## src/rtl/a429_pkt_pkg.sv

```systemverilog
package a429_pkt_pkg;

  localparam int GAP_W = 20;

  // Identification word; field positions are decoded downstream.
  typedef struct packed {
    logic [7:0]       subch;
    logic             fmt_err;
    logic             par_err;
    logic             hispeed;
    logic             rsvd;
    logic [GAP_W-1:0] gap;
  } id_word_t;

endpackage

```

## src/rtl/a429_tick_gen.sv

```systemverilog
module a429_tick_gen #(
  parameter int DIV = 10
) (
  input  logic clk,
  input  logic rst_n,
  output logic tick
);
  localparam int CW = (DIV > 1) ? $clog2(DIV) : 1;
  localparam logic [CW-1:0] LAST = CW'(DIV - 1);

  logic [CW-1:0] div_q, div_d;

  always_comb begin
    tick  = (div_q == LAST);
    div_d = tick ? '0 : div_q + CW'(1);
  end

  always_ff @(posedge clk or negedge rst_n) begin
    if (!rst_n) div_q <= '0;
    else        div_q <= div_d;
  end

  generate
    if (DIV > 1) begin : g_chk

      tick_spacing_chk: assert property (@(posedge clk) disable iff (!rst_n)
        tick |=> !tick);
    end
  endgenerate

endmodule

```

## src/rtl/a429_tick_span.sv

```systemverilog
module a429_tick_span #(
  parameter int     W   = 20,
  parameter longint SAT = 1048575
) (
  input  logic         clk,
  input  logic         rst_n,
  input  logic         clr,
  input  logic         tick,
  output logic [W-1:0] count
);
  localparam logic [W-1:0] SAT_V = W'(SAT);

  logic [W-1:0] cnt_q, cnt_d;

  always_comb begin
    if (clr)                        cnt_d = '0;
    else if (tick && cnt_q != SAT_V) cnt_d = cnt_q + W'(1);
    else                            cnt_d = cnt_q;
  end

  always_ff @(posedge clk or negedge rst_n) begin
    if (!rst_n) cnt_q <= '0;
    else        cnt_q <= cnt_d;
  end

  assign count = cnt_q;


  span_step_chk: assert property (@(posedge clk) disable iff (!rst_n)
    (tick && !clr && cnt_q != SAT_V) |=> (cnt_q == $past(cnt_q) + W'(1)));


  span_clear_chk: assert property (@(posedge clk) disable iff (!rst_n)
    clr |=> (cnt_q == '0));

endmodule

```

## src/rtl/a429_half_ser.sv

```systemverilog
module a429_half_ser (
  input  logic        clk,
  input  logic        rst_n,
  input  logic        load,
  input  logic [31:0] id_word,
  input  logic [31:0] data_word,
  input  logic        first,
  output logic        can_load,
  output logic        out_valid,
  output logic [15:0] out_half,
  output logic        out_sop
);
  logic        busy_q, busy_d;
  logic [1:0]  phase_q, phase_d;
  logic [63:0] buf_q, buf_d;
  logic        first_q, first_d;

  always_comb begin
    busy_d  = busy_q;
    phase_d = phase_q;
    buf_d   = buf_q;
    first_d = first_q;
    if (load) begin
      busy_d  = 1'b1;
      phase_d = 2'd0;
      buf_d   = {data_word, id_word};
      first_d = first;
    end else if (busy_q) begin
      if (phase_q == 2'd3) busy_d = 1'b0;
      else                 phase_d = phase_q + 2'd1;
    end
  end

  always_ff @(posedge clk or negedge rst_n) begin
    if (!rst_n) begin
      busy_q  <= 1'b0;
      phase_q <= 2'd0;
      buf_q   <= '0;
      first_q <= 1'b0;
    end else begin
      busy_q  <= busy_d;
      phase_q <= phase_d;
      buf_q   <= buf_d;
      first_q <= first_d;
    end
  end

  always_comb begin
    can_load  = !busy_q || (phase_q == 2'd3);
    out_valid = busy_q;
    out_sop   = busy_q && first_q && (phase_q == 2'd0);
    case (phase_q)
      2'd0:    out_half = buf_q[15:0];
      2'd1:    out_half = buf_q[31:16];
      2'd2:    out_half = buf_q[47:32];
      default: out_half = buf_q[63:48];
    endcase
  end


  half_run_chk: assert property (@(posedge clk) disable iff (!rst_n)
    (out_valid && phase_q != 2'd3) |=> (out_valid && phase_q == $past(phase_q) + 2'd1));

endmodule

```

## src/rtl/a429_word_packer.sv

```systemverilog
module a429_word_packer
  import a429_pkt_pkg::*;
#(
  parameter int CLK_PER_TICK = 10,
  parameter int MAX_WORDS    = 256,      // at least 2
  parameter int LIMIT_TICKS  = 1000000,  // 100 ms in 0.1 us ticks
  parameter int TIME_W       = 48
) (
  input  logic              clk,
  input  logic              rst_n,
  input  logic              in_valid,
  output logic              in_ready,
  input  logic [31:0]       in_word,
  input  logic [7:0]        in_subch,
  input  logic              in_hispeed,
  input  logic              in_par_err,
  input  logic              in_fmt_err,
  input  logic [TIME_W-1:0] in_time,
  output logic              out_valid,
  output logic [15:0]       out_half,
  output logic              out_sop,
  output logic              pkt_close,
  output logic [15:0]       pkt_count,
  output logic [TIME_W-1:0] pkt_time
);
  localparam int CNT_W = $clog2(MAX_WORDS + 1);
  localparam int EL_W  = $clog2(LIMIT_TICKS + 1);
  localparam logic [CNT_W-1:0] CNT_MAX = CNT_W'(MAX_WORDS);
  localparam logic [EL_W-1:0]  EL_MAX  = EL_W'(LIMIT_TICKS);

  logic              tick, can_load, accept, time_hit, new_pkt, clr_el;
  logic [GAP_W-1:0]  gap_cnt;
  logic [EL_W-1:0]   el_cnt;
  logic              open_q, open_d, close_q, close_d;
  logic [CNT_W-1:0]  cnt_q, cnt_d, cnt_acc, rep_q, rep_d;
  logic [TIME_W-1:0] time_q, time_d;
  id_word_t          id_w;

  a429_tick_gen #(.DIV(CLK_PER_TICK)) i_tick (
    .clk(clk), .rst_n(rst_n), .tick(tick)
  );

  a429_tick_span #(.W(GAP_W), .SAT((64'd1 << GAP_W) - 1)) i_gap (
    .clk(clk), .rst_n(rst_n), .clr(accept), .tick(tick), .count(gap_cnt)
  );

  a429_tick_span #(.W(EL_W), .SAT(LIMIT_TICKS)) i_elapsed (
    .clk(clk), .rst_n(rst_n), .clr(clr_el), .tick(tick), .count(el_cnt)
  );

  always_comb begin
    accept   = in_valid && can_load;
    time_hit = open_q && (el_cnt == EL_MAX);
    new_pkt  = !open_q || time_hit;
    clr_el   = (accept && new_pkt) || !open_q;
    cnt_acc  = new_pkt ? CNT_W'(1) : cnt_q + CNT_W'(1);

    id_w.subch   = in_subch;
    id_w.fmt_err = in_fmt_err;
    id_w.par_err = in_par_err;
    id_w.hispeed = in_hispeed;
    id_w.rsvd    = 1'b0;
    id_w.gap     = new_pkt ? '0 : gap_cnt;

    cnt_d   = accept ? cnt_acc : cnt_q;
    open_d  = accept ? (cnt_acc != CNT_MAX) : (open_q && !time_hit);
    close_d = time_hit || (accept && cnt_acc == CNT_MAX);
    rep_d   = rep_q;
    if (time_hit)     rep_d = cnt_q;
    else if (close_d) rep_d = cnt_acc;
    time_d  = (accept && new_pkt) ? in_time : time_q;
  end

  always_ff @(posedge clk or negedge rst_n) begin
    if (!rst_n) begin
      open_q  <= 1'b0;
      close_q <= 1'b0;
      cnt_q   <= '0;
      rep_q   <= '0;
      time_q  <= '0;
    end else begin
      open_q  <= open_d;
      close_q <= close_d;
      cnt_q   <= cnt_d;
      rep_q   <= rep_d;
      time_q  <= time_d;
    end
  end

  a429_half_ser i_ser (
    .clk(clk), .rst_n(rst_n), .load(accept), .id_word(id_w),
    .data_word(in_word), .first(new_pkt), .can_load(can_load),
    .out_valid(out_valid), .out_half(out_half), .out_sop(out_sop)
  );

  assign in_ready  = can_load;
  assign pkt_close = close_q;
  assign pkt_count = 16'(rep_q);
  assign pkt_time  = time_q;


  word_cap_chk: assert property (@(posedge clk) disable iff (!rst_n)
    cnt_q <= CNT_MAX);


  sop_gap_zero_chk: assert property (@(posedge clk) disable iff (!rst_n)
    out_sop |-> (out_half == 16'h0000));


  close_single_chk: assert property (@(posedge clk) disable iff (!rst_n)
    pkt_close |=> !pkt_close);


  time_on_sop_chk: assert property (@(posedge clk) disable iff (!rst_n)
    !$stable(pkt_time) |-> out_sop);


  ready_gap_chk: assert property (@(posedge clk) disable iff (!rst_n)
    (accept && !out_valid) |=> !in_ready);

endmodule

```

## config.mk

```make
export PLATFORM = sky130hd
export DESIGN_NAME = a429_word_packer
export DESIGN_NICKNAME = d
export VERILOG_FILES = /design/src/rtl/a429_pkt_pkg.sv /design/src/rtl/a429_tick_gen.sv /design/src/rtl/a429_tick_span.sv /design/src/rtl/a429_half_ser.sv /design/src/rtl/a429_word_packer.sv
export SDC_FILE = /design/constraint.sdc
export NUM_CORES = 1
export LEC_CHECK = 0
export ABC_AREA = 1
export BUFFER_PORTS_ARGS = -buffer_cell sky130_fd_sc_hd__buf_2
export CAP_MARGIN = 20
export CORE_MARGIN = 2
export CORE_UTILIZATION = 35
export DETAILED_ROUTE_END_ITERATION = 12
export RECOVER_POWER = 25
export SYNTH_ARGS = -nofsm -noshare
export SYNTH_HDL_FRONTEND = slang
export SYNTH_SLANG_ARGS = --single-unit
```

## constraint.sdc

```tcl
create_clock -name clk -period 3.45 [get_ports clk]
set_input_delay 0.5175 -clock clk [delete_from_list [all_inputs] [get_ports clk]]
set_output_delay 0.5175 -clock clk [all_outputs]
set_load 0.01 [all_outputs]
```

==> metrics.csv, run 1 <==
metric,value,unit
status,"finished, violations left",
failing checks,"capacitance limit, slew limit",
Die Area,25500,um^2
CTS tree,yes,
number of distinct library cells after synthesis,36,
final routed DRC violation total,0,
Final Net Count,1319,
power per cell area,772,nW/um^2
Vias/cell,4.67,
DP HPWL,14400,um
Hold/Removal Path Class,primary input to register,
largest net degree at the start of global routing,97,
sequential share of power,0.425,
total negative slack,0,ps
RSZ-0062 raised after global routing,no,
routed len/inst,13.4,um
peak supply drop,0.311,mV
starting density of the core,0.352,
post-route cell area,10100,um^2
Sw Share,0.392,
Adder-Cell Fraction of Synth Area,0.0118,
number of synthesized flops with an enable pin,0,
clock root buffer,clkbuf_16,
Clock Power Share,0.250,
Synth Area in Compound Gates,0.0608,
height of the die,160,um
max_cap viols,1,
register area share after synthesis,0.527,
Synth Area per Inst,7.95,um^2
GRT Total Usage,0.169,
global route overflow,0,
Area after DPL,9550,um^2
CTS Hold Bufs,1,
Crit path max-delay family,buffers and inverters,
Psw,3.07,mW
synthesis-stage register bit count,179,
clock sink total,179,
Fin. Hold Viols,0,
First-pass DRT Iterations,5,
vias post-DR,7260,
H-tree lvl count,4,
WL final,20900,um
Worst Skew,16.8,ps
post-synthesis mux area share,0,
WL met3,930,um
vias in the first global route,7096,
clock latency on the worst-skew pair,440,ps
combinational share of power,0.325,
final setup fails,0,
number of I/O pins,178,
Critical Path End Type,primary output,
Final Non-Filler Cells,1554,
Post-CTS Setup Bufs,0,
first-pass GRT wire length,35400,um
maximum clock insertion buffer count,2,
"slowest stage delay, CP",460,ps
Pint,4.77,mW
WP buf/inv,3,
Max-slew headroom,-0.254,
Rows,57,
CTS Buf Count,17,
largest family of logic cells by synthesized area,simple AND/OR/NAND/NOR gates,
routability-driven placement congestion ratio,0.872,
Synth warnings,0,
die width,160,um
top-count cell post-synth,nand2_1,
I/O Buffers,170,
Critical-path top delay cell,inv_1,
Antenna diodes,0,
register area,4480,um^2
fmax,364,MHz
Synth Area in XOR/XNOR,0.0278,
Final Cycle Share,0.797,
maximum fanout along the worst path,17,
initial antenna violation count,0,
element type at the critical path start,register,
multi-input logic area,3510,um^2
post_cts resized,0,
placed instance count,1521,
post-layout util,0.421,
post-layout min period,2750,ps
Pleak,5.30,nW
Yosys top cell by area,dfrtp_1,
Least-Margin Pin Slew,1880,ps
Async SR Flop Fraction,1.00,
worst-path cell chain,ha_1 > buf_4 > inv_1 > nor2_1 > a31oi_1 > buf_2,
M1 WL,10100,um
Mapped Cells,1069,
Max Used Layer,met4,
Initial DRC Count,486,
Area Overhead vs Synth,19.4,%
post-synthesis simple-gate area fraction,0.310,
Post-synth top flop,dfrtp_1,
"Reg clk slew, reported paths",80,ps
Total Power,7.84,mW
"top cells by area, synth","dfrtp_1, nand2_1, nor2_1, nand3_1, o21ai_0",
mapped cell area,8500,um^2
Commonest cells post-synth,"nand2_1, dfrtp_1, nor2_1, inv_1, nand3_1",
antenna-violating nets left,0,
fillers,2498,
fraction of layout cells with a size suffix above 1,0.184,
share of the synthesized area in the top cell type,0.527,
WP data required,2930,ps
DR WL met2,9630,um
"Worst Path Class, Setup",register to primary output,
CORE AREA,24100,um^2
crit path DAT,2230,ps
Pins Over Slew Limit,32,
[stage by stage]
| step | setup slack, ps | hold slack (ps) |
|---|---|---|
| 3_3_place_gp | 1120 | 430 |
| 5_1_grt | 298 | 262 |
| 3_5_place_dp | 1090 | 431 |
| 4_1_cts | 672 | 253 |
| 2_1_floorplan | 1470 | 222 |
| 6_report | 701 | 279 |
[metal layers]
| layer | track usage | up-vias |
|---|---|---|
| li1 | - | 3663 |
| met1 | 0.239 | 3416 |
| met2 | 0.266 | 172 |
| met3 | 0.0317 | 9 |
| met4 | 0.0471 | 0 |
| met5 | 0 | - |
[power groups by stage]
| stage | logic [mW] | clock network [mW] | registers, mW |
|---|---|---|---|
| after global placement | 2.55 | 0 | 3.35 |
| after detailed placement | 2.59 | 0 | 3.37 |
| after CTS | 2.60 | 2.03 | 3.33 |
| after floorplan | 1.52 | 0 | 3.40 |
| after global routing | 2.91 | 2.11 | 3.43 |
| final | 2.55 | 1.96 | 3.33 |
[worst min-delay path, delay by kind of cell]
kind | cells | cell delay (ps)
and+or+nand+nor | 2 | 90
buffers and inverters | 1 | 80
[kinds of logic (layout without fill, tap and decap cells)]
family | Yosys count | in the layout
flip-flops | 179 | 179
AO/OA/AOI/OAI | 96 | 96
buffers and inverters | 116 | 271
AND/OR/NAND/NOR | 642 | 642
XOR/XNOR | 27 | 27
other | 1 | 7
adder cells (fa/ha/maj) | 8 | 8
[layout make-up]
type	instances	share of cell area
Multi-Input combinational cell	780	0.346
Sequential cell	179	0.441
Tap cell	324	0.0400
Inverter	62	0.0229
Clock inverter	15	0.0176
Clock buffer	17	0.0419
Timing Repair Buffer	177	0.0899
[placed cells by master, fill, tap and decap left out, types with 7 or more instances in the layout]
| master | count |
|---|---|
| a21oi_1 | 28 |
| a31oi_1 | 15 |
| buf_2 | 165 |
| clkbuf_16 | 17 |
| conb_1 | 7 |
| dfrtp_1 | 179 |
| ha_1 | 8 |
| inv_1 | 54 |
| inv_2 | 7 |
| nand2_1 | 467 |
| nand3_1 | 45 |
| nand4_1 | 16 |
| nor2_1 | 79 |
| nor3_1 | 14 |
| o21ai_0 | 42 |
| xor2_1 | 22 |
[sequential cells by signal, summed over array words and instances (netlist names)]
| signal | flops |
|---|---|
| i_tick.div_q | 4 |
| pkt_close | 1 |
| i_gap.count | 20 |
| i_ser.phase_q | 2 |
| i_ser.out_valid | 1 |
| rep_q | 9 |
| cnt_q | 9 |
| open_q | 1 |
| i_ser.first_q | 1 |
| i_elapsed.count | 20 |
| i_ser.buf_q | 63 |
| pkt_time | 48 |
[path summary, 6_finish.rpt]
path                                              startpoint                     endpoint  slack, ps  depth (start not counted)
worst min-delay path                             in_time[14]     pkt_time[14]$_DFFE_PN0P_        280                          3
worst max-delay path            i_ser.phase_q[0]$_DFFE_PN0P_                 out_half[15]        700                          6
max in group asynchronous                              rst_n    i_ser.first_q$_DFFE_PN0P_        740                          3
worst min register to register      pkt_time[11]$_DFFE_PN0P_     pkt_time[11]$_DFFE_PN0P_        470                          2
worst max register to register  i_ser.phase_q[0]$_DFFE_PN0P_  i_gap.count[17]$_DFFE_PN0P_       1010                          7
min in group asynchronous                              rst_n  i_ser.buf_q[59]$_DFFE_PN0P_       1150                          2
No activity file was read; power rests on OpenSTA's default activity.
==> run 2, diff against run 1 <==
- clock period: 3.45 -> 2.3 ns (I/O delays scaled with it)
==> metrics.csv, run 2 (synthesized netlist as in run 1, its figures left out) <==
metric,value,unit,change
status,"complete, no violations",,
total negative slack,0,ps,unchanged
First-pass DRT Iterations,6,,+1
initial antenna violation count,0,,unchanged
height of the die,160,um,unchanged
element type at the critical path start,register,,
Pleak,5.41,nW,+2.1%
Sw Share,0.389,,-0.00289
sequential share of power,0.417,,-0.008
Clock Power Share,0.238,,-0.012
Crit path max-delay family,buffers and inverters,,
routability-driven placement congestion ratio,0.876,,+0.50%
"slowest stage delay, CP",420,ps,-40 ps
number of I/O pins,178,,unchanged
Final Net Count,1338,,+1.4%
vias in the first global route,7231,,+1.9%
"Worst Path Class, Setup",register to primary output,,
first-pass GRT wire length,36200,um,+2.1%
"commonest cells after routing, fill and taps aside","nand2_1, dfrtp_1, buf_2",,
Biggest register,i_ser.buf_q,,
CTS tree,yes,,
"Reg clk slew, reported paths",80,ps,about the same
WP data required,1960,ps,-970 ps
starting density of the core,0.352,,unchanged
maximum clock insertion buffer count,2,,unchanged
routed len/inst,13.8,um,+2.9%
fraction of layout cells with a size suffix above 1,0.203,,+0.0196
vias post-DR,7439,,+2.5%
clock sink total,179,,unchanged
Pint,7.29,mW,+53%
Vias/cell,4.73,,+1.2%
Initial DRC Count,505,,+3.9%
Worst Skew,13.1,ps,-3.71 ps
GRT Total Usage,0.173,,+0.00434
Least-Margin Pin Slew,1070,ps,-812 ps
global route overflow,0,,unchanged
Critical Path End Type,primary output,,
DP HPWL,15000,um,+4.1%
WP buf/inv,4,,+1
Hold/Removal Path Class,primary input to register,,
fmax,447,MHz,
Rows,57,,unchanged
Die Area,25500,um^2,unchanged
clock latency on the worst-skew pair,440,ps,about the same
power per cell area,1160,nW/um^2,+50%
largest net degree at the start of global routing,78,,-20%
CORE AREA,24100,um^2,unchanged
peak supply drop,0.515,mV,+65%
antenna-violating nets left,0,,unchanged
Antenna diodes,0,,unchanged
Fin. Hold Viols,0,,unchanged
max FFs per register,63,,unchanged
final routed DRC violation total,0,,unchanged
die width,160,um,unchanged
worst-path cell chain,ha_2 > buf_6 > clkinvlp_4 > buf_12 > nor2_1 > a31oi_1 > buf_2,,
I/O Buffers,170,,unchanged
RSZ-0062 raised after global routing,no,,
most common library cell in the layout ignoring fill and taps,nand2_1,,
post-layout min period,2240,ps,
Area Overhead vs Synth,21.4,%,
WL final,21800,um,+4.1%
maximum fanout along the worst path,7,,-10
CTS Buf Count,17,,unchanged
Pins Over Slew Limit,0,,-100%
Psw,4.64,mW,+51%
clock root buffer,clkbuf_16,,
H-tree lvl count,4,,unchanged
Critical-path top delay cell,dfrtp_1,,
crit path DAT,1890,ps,-340 ps
max_cap viols,0,,-1
Max-slew headroom,0.287,,+0.541
Final Cycle Share,0.972,,
combinational share of power,0.344,,+0.019
Total Power,11.9,mW,+52%
final setup fails,0,,unchanged
-- run 2: path summary, 6_finish.rpt --
kind | start | to | slack (ps) | cells past startpoint
max | i_ser.phase_q[0]$_DFFE_PN0P_ | out_half[15] | 60 | 7
min | in_time[16] | pkt_time[16]$_DFFE_PN0P_ | 100 | 3
max reg2reg | i_ser.phase_q[0]$_DFFE_PN0P_ | i_ser.buf_q[18]$_DFFE_PN0P_ | 200 | 9
min reg2reg | pkt_time[35]$_DFFE_PN0P_ | pkt_time[35]$_DFFE_PN0P_ | 470 | 2
max in group asynchronous | rst_n | rep_q[5]$_DFFE_PN0P_ | 340 | 3
min in group asynchronous | rst_n | i_gap.count[16]$_DFFE_PN0P_ | 640 | 2
-- run 2: per-stage QoR --
stage	instances	hold WS, ps	worst slack [ps]	area [um^2]	util
6_report	1573	104	64.6	10300	0.428
3_5_place_dp	1536	308	143	9710	0.403
4_1_cts	1570	88.3	1.89	10300	0.427
5_1_grt	1573	92.2	2.59	10300	0.428
2_1_floorplan	1075	49.4	486	8520	-
3_3_place_gp	1536	303	202	9710	0.403
-- run 2: repair_timing --
action | CTS | global route
hold buffers | 1 | 0
cloned | 0 | 1
resized for setup | 1 | 7
setup buffers | 1 | 2
endpoints found under the setup margin | 13 | 52
pin swaps | 0 | 1
endpoints found under the hold margin | 35 | 0
-- run 2: area by class of cell --
class                      count  area [um^2]
tap                          324          405
fill                        2500        13800
clock inverter                14          140
inverter                      62          243
sequential                   179         4480
timing repair buffer         196         1090
clock buffer                  18          429
multi-input combinational    780         3520
-- run 2: power by group through the flow --
stage / clock, mW / sequential, mW / combinational, mW
2_1_floorplan: 0 / 5.10 / 2.27
3_3_place_gp: 0 / 4.99 / 4.01
3_5_place_dp: 0 / 5.03 / 4.07
4_1_cts: 2.92 / 4.98 / 4.10
5_1_grt: 3.07 / 5.13 / 4.62
6_report: 2.84 / 4.98 / 4.11
-- run 2: metal layers --
layer	wire length, um	share of wire	vias up	global-route usage
li1	-	-	3685	-
met1	10300	0.47	3531	0.238
met2	10100	0.46	195	0.277
met3	996	0.046	28	0.0314
met4	401	0.018	0	0.0561
met5	0	0	-	0
-- run 2: worst min-delay path, cell delays in order --
cell and delay (ps):
buf_2 70, nand2_1 40, nand2_1 50
==> run 3, diff against run 2 <==
- CORE_ASPECT_RATIO: default -> 2
- SLEW_MARGIN: default -> 40
==> metrics.csv, run 3 (synthesized netlist as in run 1, its figures left out) <==
metric,value,unit,change
number of I/O pins,178,,unchanged
First-pass DRT Iterations,6,,unchanged
Hold/Removal Path Class,primary input to register,,
fraction of layout cells with a size suffix above 1,0.204,,+0.00113
"slowest stage delay, CP",420,ps,about the same
fillers,2402,,-3.9%
DP HPWL,16600,um,+10%
"commonest cells after routing, fill and taps aside","nand2_1, dfrtp_1, buf_2",,
clock sink total,179,,unchanged
Die Area,25600,um^2,+0.29%
register area,4480,um^2,unchanged
max FFs per register,63,,unchanged
fmax,450,MHz,+0.54%
worst-path cell chain,ha_2 > clkinvlp_4 > buf_4 > nor2_1 > a31oi_1 > buf_2,,
maximum clock insertion buffer count,2,,unchanged
post-layout min period,2220,ps,-12.0 ps
"Worst Path Class, Setup",register to primary output,,
CP Launch Point,i_ser.phase_q[0]$_DFFE_PN0P_,,
WL final,22700,um,+4.2%
final setup fails,0,,unchanged
most common library cell in the layout ignoring fill and taps,nand2_1,,
Fin. Hold Viols,0,,unchanged
multi-input logic area,3550,um^2,+0.89%
routed len/inst,14.8,um,+6.8%
Critical-path top delay cell,dfrtp_1,,
die width,114,um,-29%
Vias/cell,4.81,,+1.8%
RSZ-0062 raised after global routing,yes,,
Pleak,5.39,nW,-0.24%
Rows,80,,+40%
Area Overhead vs Synth,21.0,%,
vias post-DR,7385,,-0.73%
power per cell area,1170,nW/um^2,+1.2%
first-pass GRT wire length,37000,um,+2.2%
Final Non-Filler Cells,1534,,-2.5%
CTS Buf Count,17,,unchanged
antenna-violating nets left,0,,unchanged
initial antenna violation count,0,,unchanged
peak supply drop,0.545,mV,+5.9%
CTS tree,yes,,
WP buf/inv,3,,-1
Worst Skew,10.4,ps,-2.74 ps
starting density of the core,0.357,,+0.00418
placed instance count,1499,,-2.4%
Final Net Count,1336,,-0.15%
WP data required,1960,ps,about the same
Final Cycle Share,0.967,,-0.00520
H-tree lvl count,4,,unchanged
CORE AREA,23800,um^2,-1.2%
Total Power,12.0,mW,+0.88%
status,"complete, no violations",,
Pins Over Slew Limit,0,,unchanged
crit path DAT,1880,ps,about the same
vias in the first global route,7572,,+4.7%
GRT Total Usage,0.184,,+0.0111
Worst R2R Setup Slack,230,ps,+30 ps
Initial DRC Count,454,,-10%
max_cap viols,0,,unchanged
startpoint of the worst-slack reg-to-reg timing path,i_elapsed.count[0]$_DFFE_PN0P_,,
final routed DRC violation total,0,,unchanged
maximum fanout along the worst path,5,,-2
clock root buffer,clkbuf_16,,
Least-Margin Pin Slew,1130,ps,+55.6 ps
clock latency on the worst-skew pair,450,ps,about the same
element type at the critical path start,register,,
largest net degree at the start of global routing,78,,unchanged
global route overflow,0,,unchanged
Crit path max-delay family,buffers and inverters,,
Max-slew headroom,0.250,,-0.0371
height of the die,224,um,+40%
Antenna diodes,0,,unchanged
worst min-delay path startpoint,in_time[47],,
"Reg clk slew, reported paths",70,ps,about the same
I/O Buffers,170,,unchanged
Biggest register,i_ser.buf_q,,
Critical Path End Type,primary output,,
routability-driven placement congestion ratio,0.916,,+4.6%
run 3: layer usage:
metal,part of all wire,wire [um],GRT usage,vias up
met1,0.37,8410,0.185,3485
li1,-,-,-,3693
met3,0.036,807,0.0361,46
met4,0.036,816,0.0869,0
met5,0,0,0,-
met2,0.56,12600,0.353,161
run 3: power by group:
part,switching [mW],total [mW],internal (mW)
Combinational,2.56,4.12,1.56
Clock,1.36,2.91,1.56
Sequential,0.737,4.99,4.26
Total,4.65,12.0,7.38
run 3: final timing paths:
check | endpoint | cells past startpoint
setup / recovery | out_half[9] | 6
hold / removal | pkt_time[47]$_DFFE_PN0P_ | 3
setup reg to reg | i_elapsed.count[16]$_DFFE_PN0P_ | 12
hold reg to reg | pkt_time[35]$_DFFE_PN0P_ | 2
max in group asynchronous | pkt_time[2]$_DFFE_PN0P_ | 3
min in group asynchronous | pkt_time[13]$_DFFE_PN0P_ | 2
run 3: cell type report:
type	instances	area share
clock buffers	18	0.0427
repair buffers	194	0.103
inverters	62	0.0233
multi-input cells	780	0.346
clock inverters	14	0.0141
well taps	287	0.0349
flip-flops and latches	179	0.436
run 3: worst reg2reg max path, cell delays in order, from the launching register on:
cell,delay (ps)
dfrtp_1,350
inv_1,90
ha_1,210
nand3_1,100
nor2_1,80
nand3_4,120
nand2_2,110
inv_1,290
nand4_1,260
nor2_1,190
nand2_1,70
nand2_1,60
nor2_1,40
run 3: repair_timing:
action | in CTS | in global routing
setup endpoints to repair | 11 | 65
setup buffers | 1 | 1
hold endpoints to repair | 39 | 0
gates resized for setup | 4 | 6
hold buffers | 1 | 0
run 3: through the flow:
step	setup TNS (ps)	worst slack, ps	cell area [um^2]	hold slack, ps	utilization
global placement	0	202	9630	293	0.404
CTS	0	10.1	10300	70.3	0.430
global route	-6.15	-2.95	10300	81.8	0.431
detailed placement	0	97.4	9630	297	0.404
finish	0	76.6	10300	89.3	0.431
floorplan	0	486	8520	49.4	-
